[config.mk]
export PLATFORM = sky130hd
export DESIGN_NAME = eic_top
export DESIGN_NICKNAME = d
export VERILOG_FILES = /design/src/rtl/eic_pkg.sv /design/src/rtl/eic_pin_sync.sv /design/src/rtl/eic_edge_detect.sv /design/src/rtl/eic_flag_bank.sv /design/src/rtl/eic_top.sv
export SDC_FILE = /design/constraint.sdc
export NUM_CORES = 1
export LEC_CHECK = 0
export CORE_MARGIN = 2
export CORE_UTILIZATION = 45
export DETAILED_ROUTE_END_ITERATION = 10
export GPL_ROUTABILITY_DRIVEN = 0
export PLACE_DENSITY = 0.78
export SLEW_MARGIN = 15
export SYNTH_ARGS = -nofsm -noshare
export SYNTH_HDL_FRONTEND = slang
export SYNTH_SLANG_ARGS = --single-unit
[constraint.sdc]
create_clock -name clk -period 1.1 [get_ports clk]
set_input_delay 0.11 -clock clk [delete_from_list [all_inputs] [get_ports clk]]
set_output_delay 0.11 -clock clk [all_outputs]
set_load 0.01 [all_outputs]
[src/rtl/eic_pkg.sv]
package eic_pkg;

    parameter int NUM_LINES  = 12;
    parameter int REG_W      = 8;
    parameter int ADDR_W     = 3;
    parameter int SYNC_DEPTH = 2;

    localparam int NUM_BANKS = (NUM_LINES + REG_W - 1) / REG_W;
    localparam int BANK_W    = (NUM_BANKS > 1) ? $clog2(NUM_BANKS) : 1;
    localparam int MAPPED    = 2 * NUM_BANKS;

    typedef enum logic {
        KIND_FLAG   = 1'b0,
        KIND_ENABLE = 1'b1
    } reg_kind_e;

    typedef struct packed {
        logic              we;
        logic [ADDR_W-1:0] addr;
        logic [REG_W-1:0]  wdata;
    } bus_req_t;

    typedef struct packed {
        logic              mapped;
        logic [BANK_W-1:0] bank;
        reg_kind_e         kind;
    } reg_dec_t;

    // Even offsets hold flags, odd offsets hold enables, one pair per bank.
    function automatic reg_dec_t decode_addr(input logic [ADDR_W-1:0] addr);
        reg_dec_t d;
        d.mapped = (int'(addr) < MAPPED);
        d.bank   = BANK_W'(addr >> 1);
        d.kind   = reg_kind_e'(addr[0]);
        return d;
    endfunction

    function automatic int bank_width(input int bank);
        int rest;
        rest = NUM_LINES - bank * REG_W;
        return (rest > REG_W) ? REG_W : rest;
    endfunction

endpackage

[src/rtl/eic_pin_sync.sv]
module eic_pin_sync #(
    parameter int WIDTH  = eic_pkg::NUM_LINES,
    parameter int STAGES = eic_pkg::SYNC_DEPTH
) (
    input  logic             clk,
    input  logic             rst,
    input  logic [WIDTH-1:0] async_i,
    output logic [WIDTH-1:0] sync_o
);

    logic [STAGES-1:0][WIDTH-1:0] chain_q;

    generate
        for (genvar s = 0; s < STAGES; s++) begin : g_stage
            if (s == 0) begin : g_first
                always_ff @(posedge clk) begin
                    if (rst) chain_q[s] <= '0;
                    else     chain_q[s] <= async_i;
                end
            end else begin : g_next
                always_ff @(posedge clk) begin
                    if (rst) chain_q[s] <= '0;
                    else     chain_q[s] <= chain_q[s-1];
                end
            end
        end
    endgenerate

    assign sync_o = chain_q[STAGES-1];

endmodule

[src/rtl/eic_edge_detect.sv]
module eic_edge_detect #(
    parameter int WIDTH  = eic_pkg::NUM_LINES,
    parameter int STAGES = eic_pkg::SYNC_DEPTH
) (
    input  logic             clk,
    input  logic             rst,
    input  logic [WIDTH-1:0] sample_i,
    input  logic [WIDTH-1:0] falling_sel_i,
    output logic [WIDTH-1:0] edge_hit_o
);

    // Pipeline fill after reset: sync stages plus the previous-sample stage.
    localparam int ARM_LEN = STAGES + 1;

    logic [WIDTH-1:0]   prev_q;
    logic [ARM_LEN-1:0] arm_q;
    logic               armed;

    always_ff @(posedge clk) begin
        if (rst) begin
            prev_q <= '0;
            arm_q  <= '0;
        end else begin
            prev_q <= sample_i;
            arm_q  <= {arm_q[ARM_LEN-2:0], 1'b1};
        end
    end

    assign armed = arm_q[ARM_LEN-1];

    // Only pin samples are compared; the select bit merely picks a direction.
    generate
        for (genvar i = 0; i < WIDTH; i++) begin : g_line
            logic rise, fall;
            assign rise          = sample_i[i] & ~prev_q[i];
            assign fall          = ~sample_i[i] & prev_q[i];
            assign edge_hit_o[i] = armed & (falling_sel_i[i] ? fall : rise);
        end
    endgenerate

endmodule

[src/rtl/eic_flag_bank.sv]
module eic_flag_bank
    import eic_pkg::*;
(
    input  logic                 clk,
    input  logic                 rst,
    input  bus_req_t             req_i,
    input  logic [NUM_LINES-1:0] set_hw_i,
    output logic [NUM_LINES-1:0] flags_o,
    output logic [NUM_LINES-1:0] enables_o,
    output logic [REG_W-1:0]     rdata_o
);

    reg_dec_t               dec;
    logic [REG_W-1:0]       flag_rd [NUM_BANKS];
    logic [REG_W-1:0]       en_rd   [NUM_BANKS];

    assign dec = decode_addr(req_i.addr);

    generate
        for (genvar b = 0; b < NUM_BANKS; b++) begin : g_bank
            localparam int BW   = bank_width(b);
            localparam int BASE = b * REG_W;

            logic [BW-1:0] flag_q, en_q, flag_d;
            logic          wr_flag, wr_en, hit;

            assign hit     = req_i.we && dec.mapped && (dec.bank == BANK_W'(b));
            assign wr_flag = hit && (dec.kind == KIND_FLAG);
            assign wr_en   = hit && (dec.kind == KIND_ENABLE);

            // Hardware set is OR'd after the write, so an edge beats a clear.
            assign flag_d = (wr_flag ? req_i.wdata[BW-1:0] : flag_q)
                          | set_hw_i[BASE +: BW];

            always_ff @(posedge clk) begin
                if (rst) begin
                    flag_q <= '0;
                    en_q   <= '0;
                end else begin
                    flag_q <= flag_d;
                    if (wr_en) en_q <= req_i.wdata[BW-1:0];
                end
            end

            assign flags_o[BASE +: BW]   = flag_q;
            assign enables_o[BASE +: BW] = en_q;
            assign flag_rd[b]            = REG_W'(flag_q);
            assign en_rd[b]              = REG_W'(en_q);
        end
    endgenerate

    always_comb begin
        rdata_o = '0;
        if (dec.mapped) begin
            if (dec.kind == KIND_FLAG) rdata_o = flag_rd[dec.bank];
            else                       rdata_o = en_rd[dec.bank];
        end
    end

endmodule

[src/rtl/eic_top.sv]
module eic_top
    import eic_pkg::*;
(
    input  logic                 clk,
    input  logic                 rst,
    input  logic [NUM_LINES-1:0] pins_i,
    input  logic [NUM_LINES-1:0] edge_sel_i,
    input  logic [ADDR_W-1:0]    addr_i,
    input  logic                 we_i,
    input  logic [REG_W-1:0]     wdata_i,
    output logic [REG_W-1:0]     rdata_o,
    output logic                 irq_o
);

    logic [NUM_LINES-1:0] pin_sync;
    logic [NUM_LINES-1:0] edge_hit;
    logic [NUM_LINES-1:0] line_flags;
    logic [NUM_LINES-1:0] line_enables;
    bus_req_t             req;
    logic                 irq_q;

    assign req = '{we: we_i, addr: addr_i, wdata: wdata_i};

    eic_pin_sync #(.WIDTH(NUM_LINES), .STAGES(SYNC_DEPTH)) u_sync (
        .clk     (clk),
        .rst     (rst),
        .async_i (pins_i),
        .sync_o  (pin_sync)
    );

    eic_edge_detect #(.WIDTH(NUM_LINES), .STAGES(SYNC_DEPTH)) u_edge (
        .clk           (clk),
        .rst           (rst),
        .sample_i      (pin_sync),
        .falling_sel_i (edge_sel_i),
        .edge_hit_o    (edge_hit)
    );

    eic_flag_bank u_bank (
        .clk       (clk),
        .rst       (rst),
        .req_i     (req),
        .set_hw_i  (edge_hit),
        .flags_o   (line_flags),
        .enables_o (line_enables),
        .rdata_o   (rdata_o)
    );

    always_ff @(posedge clk) begin
        if (rst) irq_q <= 1'b0;
        else     irq_q <= |(line_flags & line_enables);
    end

    assign irq_o = irq_q;

endmodule

Yosys cells after proc, flatten, opt, wreduce, memory -nomap -nowiden
Cells that the tools add are included. Widths: inputs -> output; s select.

$lt $le $gt $ge: 2. Reduce and logical (&&, ||, !) cells: 8. Mux-type cells: 23. Bitwise operators: 66.

Operators with widths (count): $mux 8 (9); $and 1x1->1 (36); $not 1->1 (26); $mux 1 (13); $and 12x12->12 (1); $reduce_or 12->1 (1); $or 8x8->8 (1); $logic_and 1x1->1 (7); $mux 4 (1); $or 4x4->4 (1); $lt 3x3->1 const B (1); $ge 2x2->1 const B (1); $not 1->2 (1).

Bits of input ports: 38. Register bits: 64. Word-level logic and storage cells: 109. Output and inout port bits: 9.

Depth between registers and ports, before layout
Gate-level depths: netlist (run 1).

Depth after elaboration: 6. Depth in mapped cells: 4. Depth with buffers taken out: 3.

Modules after synthesis
A second synthesis (run 1) with hierarchy kept.

Cell total of the unflattened synthesis: 251. Area, all modules: 2725.1 um2.

By module, submodules not included: eic_flag_bank (area each 1131.1 um2, times used 1, cells each 112, sequential area each 480.5 um2); eic_pin_sync (area each 783.3 um2, times used 1, cells each 62, sequential area each 480.5 um2); eic_edge_detect (area each 713.2 um2, times used 1, cells each 69, sequential area each 300.3 um2); eic_top (area each 97.6 um2, times used 1, cells each 8, sequential area each 20.0 um2).

Least setup slack after synthesis (run 1)
No wires, ideal clock.

Path type: input to output. From: in addr_i[1]. To: out rdata_o[1]. Data arrival time: 931 ps. Cell stages on the path: 3. Slack: 59 ps. Data required time: 990 ps. Buffers on the path: 1. Cells stage by stage: buf_6 -> mux4_1 -> nor2b_1.

Longest elaborated chain between the ends: 6. Elaborated cells between the ends (all ways): 10. Classes of those cells: 1 x order compare; 8 x mux; 1 x bitwise.

RTL lines: from (decl) (RTL line eic_top.sv:8) `input logic [ADDR_W-1:0] addr_i,`; $not 1->2 (not written as such) (RTL line eic_flag_bank.sv:55, eic_flag_bank.sv:56); $mux 8 (on tied branches) (3 in a row) (RTL line eic_flag_bank.sv:55, eic_flag_bank.sv:56); $mux 8 (RTL line eic_flag_bank.sv:55) `if (dec.kind == KIND_FLAG) rdata_o = flag_rd[dec.bank];`; $mux 8 * (RTL line eic_flag_bank.sv:54) `if (dec.mapped) begin`; to (decl) (RTL line eic_top.sv:11) `output logic [REG_W-1:0] rdata_o,`.

Every way passes the cells marked *; elsewhere a longest branch is shown, timed or not. The select of a mux whose other input is x is not followed.

Worst setup path after layout (run 1)
From: reg u_bank.g_bank[1].en_q[2]. To: out rdata_o[2].

Longest elaborated chain between the ends: 5.

RTL lines: from (decl) (RTL line eic_flag_bank.sv:24) `logic [BW-1:0] flag_q, en_q, flag_d;`; from (signal assigned) (RTL line eic_flag_bank.sv:41) `if (wr_en) en_q <= req_i.wdata[BW-1:0];`; $mux 8 (not written as such) (3 in a row) (RTL line eic_flag_bank.sv:56) `else rdata_o = en_rd[dec.bank];`; $mux 8 (RTL line eic_flag_bank.sv:55); $mux 8 (RTL line eic_flag_bank.sv:54).

No other way between the ends. The select of a mux whose other input is x is not followed.

==> results.toml, run 1 <==
[grt]
use_met1_pct = 22.2
grt_max_degree = 65
grt_pass1_wl_um = 8940
gr-usage-met2_pct = 32.2
grt_remaining_overflow = 0
grt_pass1_vias = 1983
grt_busiest_layer = "met2"
grt_util_all_layers_pct = 18.9
antenna_found_initial = 0
use_met3_pct = 5.63

[placement]
dp_cells = 378
dp_hpwl_um = 3500
port_buffers = 46
dp_slack_ns = -1.00
post_dp_cell_area_um2 = 3270

[clock_network]
numCtsBuffers = 9
ctsLongestPathBuffers = 2
cts_hold_buf = 0
cts.sinks = 64
clk_pin_slew_worst_paths_ns = 0.06
cts_root_buf = "clkbuf_8"
clock_latency_ns = 0.33
cts_tree = "built"
htreeDepth = 3

[power]
power_leakage_nw = 1.48
power.total_mw = 4.89
p_int_mw = 3.85
ir_drop_mv = 0.876
pwr-share-clk_pct = 40.7
power_frac_comb_pct = 9.5
p_sw_share_pct = 21.1
p_per_area_nw_per_um2 = 1380
share_seq_of_total_power_pct = 49.8
switching_power_mw = 1.03

[route]
viasPerCell = 4.97
wl_per_cell_um = 13.3
ant_nets = 0
drtPass1Iterations = 4
wl_um = 5320
drtIter0Drc = 91
drc = 0
num_vias = 1984

[layout]
layout-area-overhead-vs-synth_pct = 42.0
fillers = 433
antennaDiodeCount = 0
fin_cells = 399
nets = 360
final_area_um2 = 3540
drive_gt1_share_pct = 29.1

[floorplanning]
start_util_pct = 45.8
fp.dieH_um = 78.4
fp.dieW_um = 78.4
coreArea_um2 = 5440
io_pins = 47
die_area_um2 = 6150
rows = 27

[synth]
syn-mean-instance-area_um2 = 10.5
synthesis.area_um2 = 2490
yosys-top-cells-count = "64 x dfxtp_1, 42 x nor2b_1, 20 x mux2i_1, 16 x nand2_1"
synth_top_area_cell = "dfxtp_1"
synthArstFlopShare_pct = 0
synth.most_common_cell = "dfxtp_1"
synth-seq-area-share_pct = 51.4
ys_seq_elements = 64
synth_cell_types = 25
postSynthCellCount = 237
ys_warn_count = 0
synth_ff_type = "dfxtp_1"
syn_nets = 275
synth_top_area_share_pct = 51.4
netlist_top_cells_area = "dfxtp_1 51%, nor2b_1 11%, mux2i_1 8.0%"
synth_edf_count = 0

[sta]
period_share_pct = 138
tightestPinTransition_ns = 0.262
hold_ws_ns = 0.190
fin_crit_ns = 1.52
fin_ws_ns = -0.415
finalClockSkew_ns = 0.00590
rsz0062_at_grt = "yes"
finalSetupViolCount = 9
hold_viol = 0
relSlewSlack_pct = 82.4
fmax_ghz = 0.660
slew_violations = 0

[hold_path]
hp-class = "in2reg"

[critical_path]
worstPathRequired_ns = 0.99
crit_type = "reg2out"
path_max_fanout = 2
arrival_ns = 1.41
cp-start-kind = "register"
setup.worst_path.end_class = "primary output"

[run]
drv_cap = 0

[status]
violations = "setup timing"
status = "finished, violations left"
## path summary, 6_finish.rpt
| path | startpoint | to | slack [ns] | depth (start not counted) |
|---|---|---|---|---|
| hold / removal | rst | u_edge.arm_q[0] | 0.19 | 3 |
| setup / recovery | u_bank.g_bank[1].en_q[2] | rdata_o[2] | -0.42 | 3 |
| hold reg to reg | u_edge.arm_q[1] | u_edge.arm_q[2] | 0.43 | 1 |
| setup reg to reg | u_bank.g_bank[0].flag_q[2] | irq_o | -0.03 | 4 |
## logic make-up after synthesis
group | after synthesis | share of synthesized area (%)
AO/OA/AOI/OAI | 31 | 7.58
buffers and inverters | 15 | 3.06
flip-flops | 64 | 51.4
multiplexers | 24 | 11.8
AND/OR/NAND/NOR | 103 | 26.1
## worst max-delay path: stages (launching register included)
cell	delay, ns
dfxtp_2	0.32
mux4_2	0.48
nor2b_1	0.14
buf_2	0.13
## timing repair
item,4_1_cts,5_1_grt
endpoints found under the setup margin,34,13
setup buffers,4,1
gates cloned,1,0
pin swaps,6,5
resized for setup,67,4
## sequential cells by signal, indices dropped and copies added, names as in the netlist
| signal | flops |
|---|---|
| irq_o | 1 |
| u_bank.g_bank.flag_q | 12 |
| u_edge.prev_q | 12 |
| u_sync.sync_o | 12 |
| u_bank.g_bank.en_q | 12 |
| u_edge.arm_q | 3 |
| u_sync.chain_q | 12 |
## layout make-up
| cell class | count | area (um^2) | share of cell area (%) |
|---|---|---|---|
| Tap cell | 72 | 90.1 | 2.55 |
| Multi-Input combinational cell | 158 | 1160 | 32.9 |
| Clock inverter | 3 | 40.0 | 1.13 |
| Inverter | 1 | 3.75 | 0.106 |
| Sequential cell | 64 | 1300 | 36.7 |
| Clock buffer | 13 | 159 | 4.49 |
| Timing Repair Buffer | 88 | 782 | 22.1 |
## placed cells by master, fill, tap and decap left out, types with 3 or more instances in the layout
cell type and count:
a221oi_2 3, nor3b_1 12, clkdlybuf4s50_1 32, nor3_1 3, buf_2 11, buf_6 4
buf_4 35, dfxtp_1 49, and3b_1 12, a22o_1 3, o21ai_0 12, nand2_1 15
mux2i_1 20, a21oi_1 4, nor2_1 12, a31oi_1 9, mux4_2 4, dlygate4sd2_1 3
dfxtp_2 15, nor2b_1 42, clkbuf_8 11
## metrics by stage
stage / TNS (ns) / utilization, %
after floorplan: 0 / -
after global placement: -22.19 / 60.1
after detailed placement: -23.68 / 60.1
after CTS: -1.95 / 64.7
after global routing: -2.16 / 65.1
final: -1.67 / 65.1
## metal layers
metal,up-vias,routed length [um]
li1,1001,-
met1,911,2390
met2,61,2550
met3,11,294
met4,0,94
met5,-,0
## power by group through the flow
| stage | registers (mW) | logic (mW) | clock network (mW) |
|---|---|---|---|
| floorplan | 2.48 | 0.189 | 0 |
| global placement | 2.48 | 0.426 | 0 |
| detailed placement | 2.48 | 0.434 | 0 |
| CTS | 2.43 | 0.456 | 2.03 |
| global route | 2.44 | 0.500 | 2.14 |
| finish | 2.43 | 0.463 | 1.99 |
(Power assumes the default switching activity.)
==> run 2: changes to the inputs <==
--- a/config.mk
+++ b/config.mk
@@ -8,8 +8,9 @@
 export CORE_MARGIN = 2
 export CORE_UTILIZATION = 45
 export DETAILED_ROUTE_END_ITERATION = 10
+export DONT_BUFFER_PORTS = 1
 export GPL_ROUTABILITY_DRIVEN = 0
-export PLACE_DENSITY = 0.78
+export PLACE_DENSITY = 0.67
 export SLEW_MARGIN = 15
 export SYNTH_ARGS = -nofsm -noshare
 export SYNTH_HDL_FRONTEND = slang
==> results.toml, run 2 (synthesized netlist as in run 1, its figures left out) <==
[status]
status = "finished, violations left"
violations = "setup timing"

[clock_network]
clk_pin_slew_worst_paths_ns = 0.07
htreeDepth = 3
cts_tree = "built"
cts_root_buf = "clkbuf_8"
cts.sinks = 64
clock_latency_ns = 0.33
numCtsBuffers = 9
ctsLongestPathBuffers = 2

[grt]
grt_remaining_overflow = 0
grt_max_degree = 41
grt_util_all_layers_pct = 17.4
grt_pass1_wl_um = 8090
antenna_found_initial = 0
grt_pass1_vias = 1734

[critical_path]
cp_top_family = "multiplexers"
max_stage_delay_ns = 0.48
path_buf_inv = 0
setup.worst_path.end_class = "primary output"
path_max_fanout = 2
worstPathCellList = "mux4_2, nor2b_4"
arrival_ns = 1.29
crit_type = "reg2out"
crit_path_top_delay_cell = "mux4_2"
worst-r2r-cell-count = 4
r2r_setup_slack_ns = -0.02
cp-start-kind = "register"
r2r_end = "irq_o"
worstPathRequired_ns = 0.99
regToRegStartpoint = "u_bank.g_bank[1].flag_q[3]"

[sta]
fin_ws_ns = -0.301
fin_crit_ns = 1.40
tightestPinTransition_ns = 0.479
finalSetupViolCount = 7
period_share_pct = 127
relSlewSlack_pct = 68.0
slew_violations = 0
finalSetupTns_ns = -1.28
hold_viol = 0
rsz0062_at_grt = "yes"
fmax_ghz = 0.714
finalClockSkew_ns = 0.00695

[power]
share_seq_of_total_power_pct = 51.8
p_per_area_nw_per_um2 = 1450
ir_drop_mv = 0.936
switching_power_mw = 1.01
p_int_mw = 3.69
p_sw_share_pct = 21.4
pwr-share-clk_pct = 41.7
power_leakage_nw = 1.28
power_frac_comb_pct = 6.4

[run]
drv_cap = 0

[route]
drc = 0
drtIter0Drc = 85
num_vias = 1844
drtPass1Iterations = 4
viasPerCell = 5.17
ant_nets = 0
wl_um = 5110
wl_per_cell_um = 14.3

[layout]
drive_gt1_share_pct = 29.5
antennaDiodeCount = 0
layout-area-overhead-vs-synth_pct = 30.4
final_area_um2 = 3250
nets = 318
final_common_cell = "nor2b_1"
final_cell_mix = "38 x nor2b_1, 34 x dfxtp_1, 28 x dfxtp_2"

[hold_path]
hp-class = "in2reg"
holdPathStages = 3
holdPathEnd = "u_bank.g_bank[1].flag_q[1]"
hold_start = "edge_sel_i[9]"

[floorplanning]
fp.dieW_um = 78.4
io_pins = 47
die_area_um2 = 6150
fp.dieH_um = 78.4
rows = 27
coreArea_um2 = 5440
start_util_pct = 45.8

[placement]
dp_hpwl_um = 2970
port_buffers = 0
post_dp_cell_area_um2 = 2550
run 2: changes by cell type in the layout (fill, tap and decap cells not counted), moves of 3 or more:
cell,before,now
buf_2,11,0
buf_4,35,17
dfxtp_2,15,28
dlygate4sd2_1,3,0
dlygate4sd3_1,0,26
nor3_2,1,4
clkdlybuf4s50_1,32,0
nor3_1,3,0
nor2b_1,42,38
dfxtp_1,49,34
nor2b_4,0,4
run 2: how the worst max path moves through the flow:
stage	end	cells after the start	slack [ns]	from
2_1_floorplan	rdata_o[1]	3	0.06	addr_i[1]
3_3_place_gp	u_bank.g_bank[0].flag_q[1]	3	-0.03	addr_i[0]
3_5_place_dp	u_bank.g_bank[0].flag_q[7]	3	-0.04	addr_i[0]
4_1_cts	rdata_o[0]	2	-0.32	u_bank.g_bank[1].en_q[0]
5_1_grt	rdata_o[2]	2	-0.34	u_bank.g_bank[0].en_q[2]
6_report	rdata_o[0]	2	-0.30	u_bank.g_bank[1].en_q[0]
run 2: area by class of cell:
cell class,instances,area (um^2)
Clock inverter,5,56.3
Sequential cell,64,1320
Clock buffer,11,141
Timing Repair Buffer,46,430
Tap cell,72,90.1
Fill cell,460,2190
Inverter,1,3.75
Multi-Input combinational cell,158,1200
run 2: layer usage:
metal | wire [um] | global-route usage (%) | vias to the layer above | part of all wire (%)
met2 | 2440 | 26.6 | 54 | 48
li1 | - | - | 911 | -
met1 | 2230 | 20.7 | 870 | 44
met4 | 95 | 9.12 | 0 | 1.9
met5 | 0 | 0 | - | 0
met3 | 341 | 7.36 | 9 | 6.7
run 2: power by group through the flow:
stage | Sequential, mW | Clock, mW | Combinational, mW
CTS | 2.44 | 2.03 | 0.297
global route | 2.44 | 2.15 | 0.328
global placement | 2.48 | 0 | 0.152
finish | 2.44 | 1.96 | 0.302
detailed placement | 2.49 | 0 | 0.155
floorplan | 2.48 | 0 | 0.189
run 2: worst min-delay path: cells and delay by family:
| kind | cells | cell delay, ns |
|---|---|---|
| AOI/OAI and AO/OA | 2 | 0.19 |
| and+or+nand+nor | 1 | 0.02 |
run 2: stage by stage:
stage	total power [mW]	instances	util, %	hold WS (ns)	worst slack (ns)
final	4.70	357	59.7	0.0326	-0.301
after global routing	4.92	357	59.7	0.0404	-0.341
after CTS	4.76	362	60.1	0.0249	-0.324
after detailed placement	2.64	300	46.8	0.173	-0.0437
after global placement	2.64	300	46.8	0.172	-0.0322
after floorplan	2.66	237	-	0.238	0.0594
run 2: what timing repair did:
item | 4_1_cts | 5_1_grt
setup endpoints to repair | 9 | 19
buffers inserted | 10 | 4
pin swaps | 3 | 3
resized for setup | 34 | 17
hold endpoints to repair | 64 | 10
hold buffers | 36 | 1
==> run 3: changes to the inputs <==
--- a/config.mk
+++ b/config.mk
@@ -10,6 +10,7 @@
 export DETAILED_ROUTE_END_ITERATION = 10
 export DONT_BUFFER_PORTS = 1
 export GPL_ROUTABILITY_DRIVEN = 0
+export HOLD_SLACK_MARGIN = 0.03
 export PLACE_DENSITY = 0.67
 export SLEW_MARGIN = 15
 export SYNTH_ARGS = -nofsm -noshare
==> results.toml, run 3 (synthesized netlist as in run 1, its figures left out) <==
[clock_network]
clk_pin_slew_worst_paths_ns = 0.07
cts_root_buf = "clkbuf_8"
ctsLongestPathBuffers = 2
clock_latency_ns = 0.33
htreeDepth = 3
cts_tree = "built"
cts.sinks = 64
numCtsBuffers = 9

[sta]
hold_viol = 0
relSlewSlack_pct = 75.1
period_share_pct = 127
rsz0062_at_grt = "yes"
fmax_ghz = 0.717
fin_ws_ns = -0.295
tightestPinTransition_ns = 0.372
finalClockSkew_ns = 0.00719
fin_crit_ns = 1.40
finalSetupViolCount = 7
slew_violations = 0
finalSetupTns_ns = -1.27

[floorplanning]
die_area_um2 = 6150
start_util_pct = 45.8
io_pins = 47
fp.dieW_um = 78.4
fp.dieH_um = 78.4
coreArea_um2 = 5440
rows = 27

[layout]
register_area_um2 = 1320
fin_cells = 362
final_cell_mix = "38 x nor2b_1, 35 x dfxtp_1, 30 x dlygate4sd3_1"
multi_input_area_um2 = 1200
final_common_cell = "nor2b_1"
drive_gt1_share_pct = 29.0
layout-area-overhead-vs-synth_pct = 32.2
antennaDiodeCount = 0
nets = 323
utilization_pct = 60.6
fillers = 457

[power]
pwr-share-clk_pct = 41.7
switching_power_mw = 1.01
p_sw_share_pct = 21.4
p_per_area_nw_per_um2 = 1430
p_int_mw = 3.70
share_seq_of_total_power_pct = 51.7
ir_drop_mv = 0.937
power_leakage_nw = 1.30
power_frac_comb_pct = 6.6

[route]
ant_nets = 0
drtIter0Drc = 76
drc = 0
wl_per_cell_um = 14.0
viasPerCell = 5.14
wl_um = 5080
num_vias = 1862
drtPass1Iterations = 4

[critical_path]
crit_type = "reg2out"
worstPathCellList = "mux4_2, nor2b_4"
setup.worst_path.end_class = "primary output"
path_buf_inv = 0
crit_path_top_delay_cell = "mux4_2"
path_max_fanout = 2
cp-start-kind = "register"
max_stage_delay_ns = 0.47
arrival_ns = 1.29
cp_top_family = "multiplexers"
worstPathRequired_ns = 0.99

[grt]
grt_remaining_overflow = 0
antenna_found_initial = 0
grt_pass1_vias = 1728
grt_util_all_layers_pct = 17.3
grt_pass1_wl_um = 8060
grt_max_degree = 41

[status]
status = "finished, violations left"
violations = "setup timing"

[placement]
port_buffers = 0
dp_hpwl_um = 2970
dp_cells = 300

[run]
drv_cap = 0

[hold_path]
hp-class = "in2reg"
## run 3: cell count changes in the layout (fill, tap and decap cells not counted), sizes merged
cell,change
buf,+1
dlygate4sd3,+4
## run 3: layout make-up
class,instances,share of cell area [%]
clock inverter,5,1.71
clock buffer,11,4.29
timing repair buffer,51,14.5
tap,72,2.73
multi-input combinational,158,36.5
inverter,1,0.114
sequential,64,40.1
## run 3: path summary, 6_finish.rpt
| check | start | to | slack [ns] | cells past startpoint |
|---|---|---|---|---|
| worst max-delay path | u_bank.g_bank[1].en_q[0] | rdata_o[0] | -0.30 | 2 |
| worst min-delay path | rst | u_bank.g_bank[1].flag_q[3] | 0.06 | 2 |
| worst max register to register | u_bank.g_bank[1].flag_q[3] | irq_o | -0.02 | 4 |
| worst min register to register | u_sync.chain_q[7] | u_sync.sync_o[7] | 0.44 | 1 |
## run 3: metrics by stage
| step | area, um^2 | hold WS (ns) | total power [mW] | worst slack, ns |
|---|---|---|---|---|
| 5_1_grt | 3290 | 0.0600 | 4.93 | -0.341 |
| 3_5_place_dp | 2550 | 0.173 | 2.64 | -0.0437 |
| 6_report | 3290 | 0.0556 | 4.71 | -0.295 |
| 3_3_place_gp | 2550 | 0.172 | 2.64 | -0.0322 |
| 2_1_floorplan | 2490 | 0.238 | 2.66 | 0.0594 |
| 4_1_cts | 3290 | 0.0432 | 4.76 | -0.324 |
## run 3: power groups by stage
stage / Combinational, mW / Sequential [mW] / Clock, mW
finish: 0.311 / 2.44 / 1.96
global route: 0.338 / 2.44 / 2.15
CTS: 0.303 / 2.44 / 2.03
detailed placement: 0.155 / 2.49 / 0
global placement: 0.152 / 2.48 / 0
floorplan: 0.189 / 2.48 / 0
## run 3: what timing repair did
action,CTS,global route
cloned,0,0
endpoints found under the setup margin,9,18
hold buffers,38,1
endpoints found under the hold margin,64,8
pin swaps,3,3
gates resized for setup,34,16
buffers inserted,10,5
## run 3: layer usage
layer | global-route usage (%) | wire length, um | vias up
li1 | - | - | 923
met1 | 20.8 | 2240 | 879
met2 | 26.5 | 2420 | 51
met3 | 7.36 | 329 | 9
met4 | 9.12 | 95 | 0
met5 | 0 | 0 | -
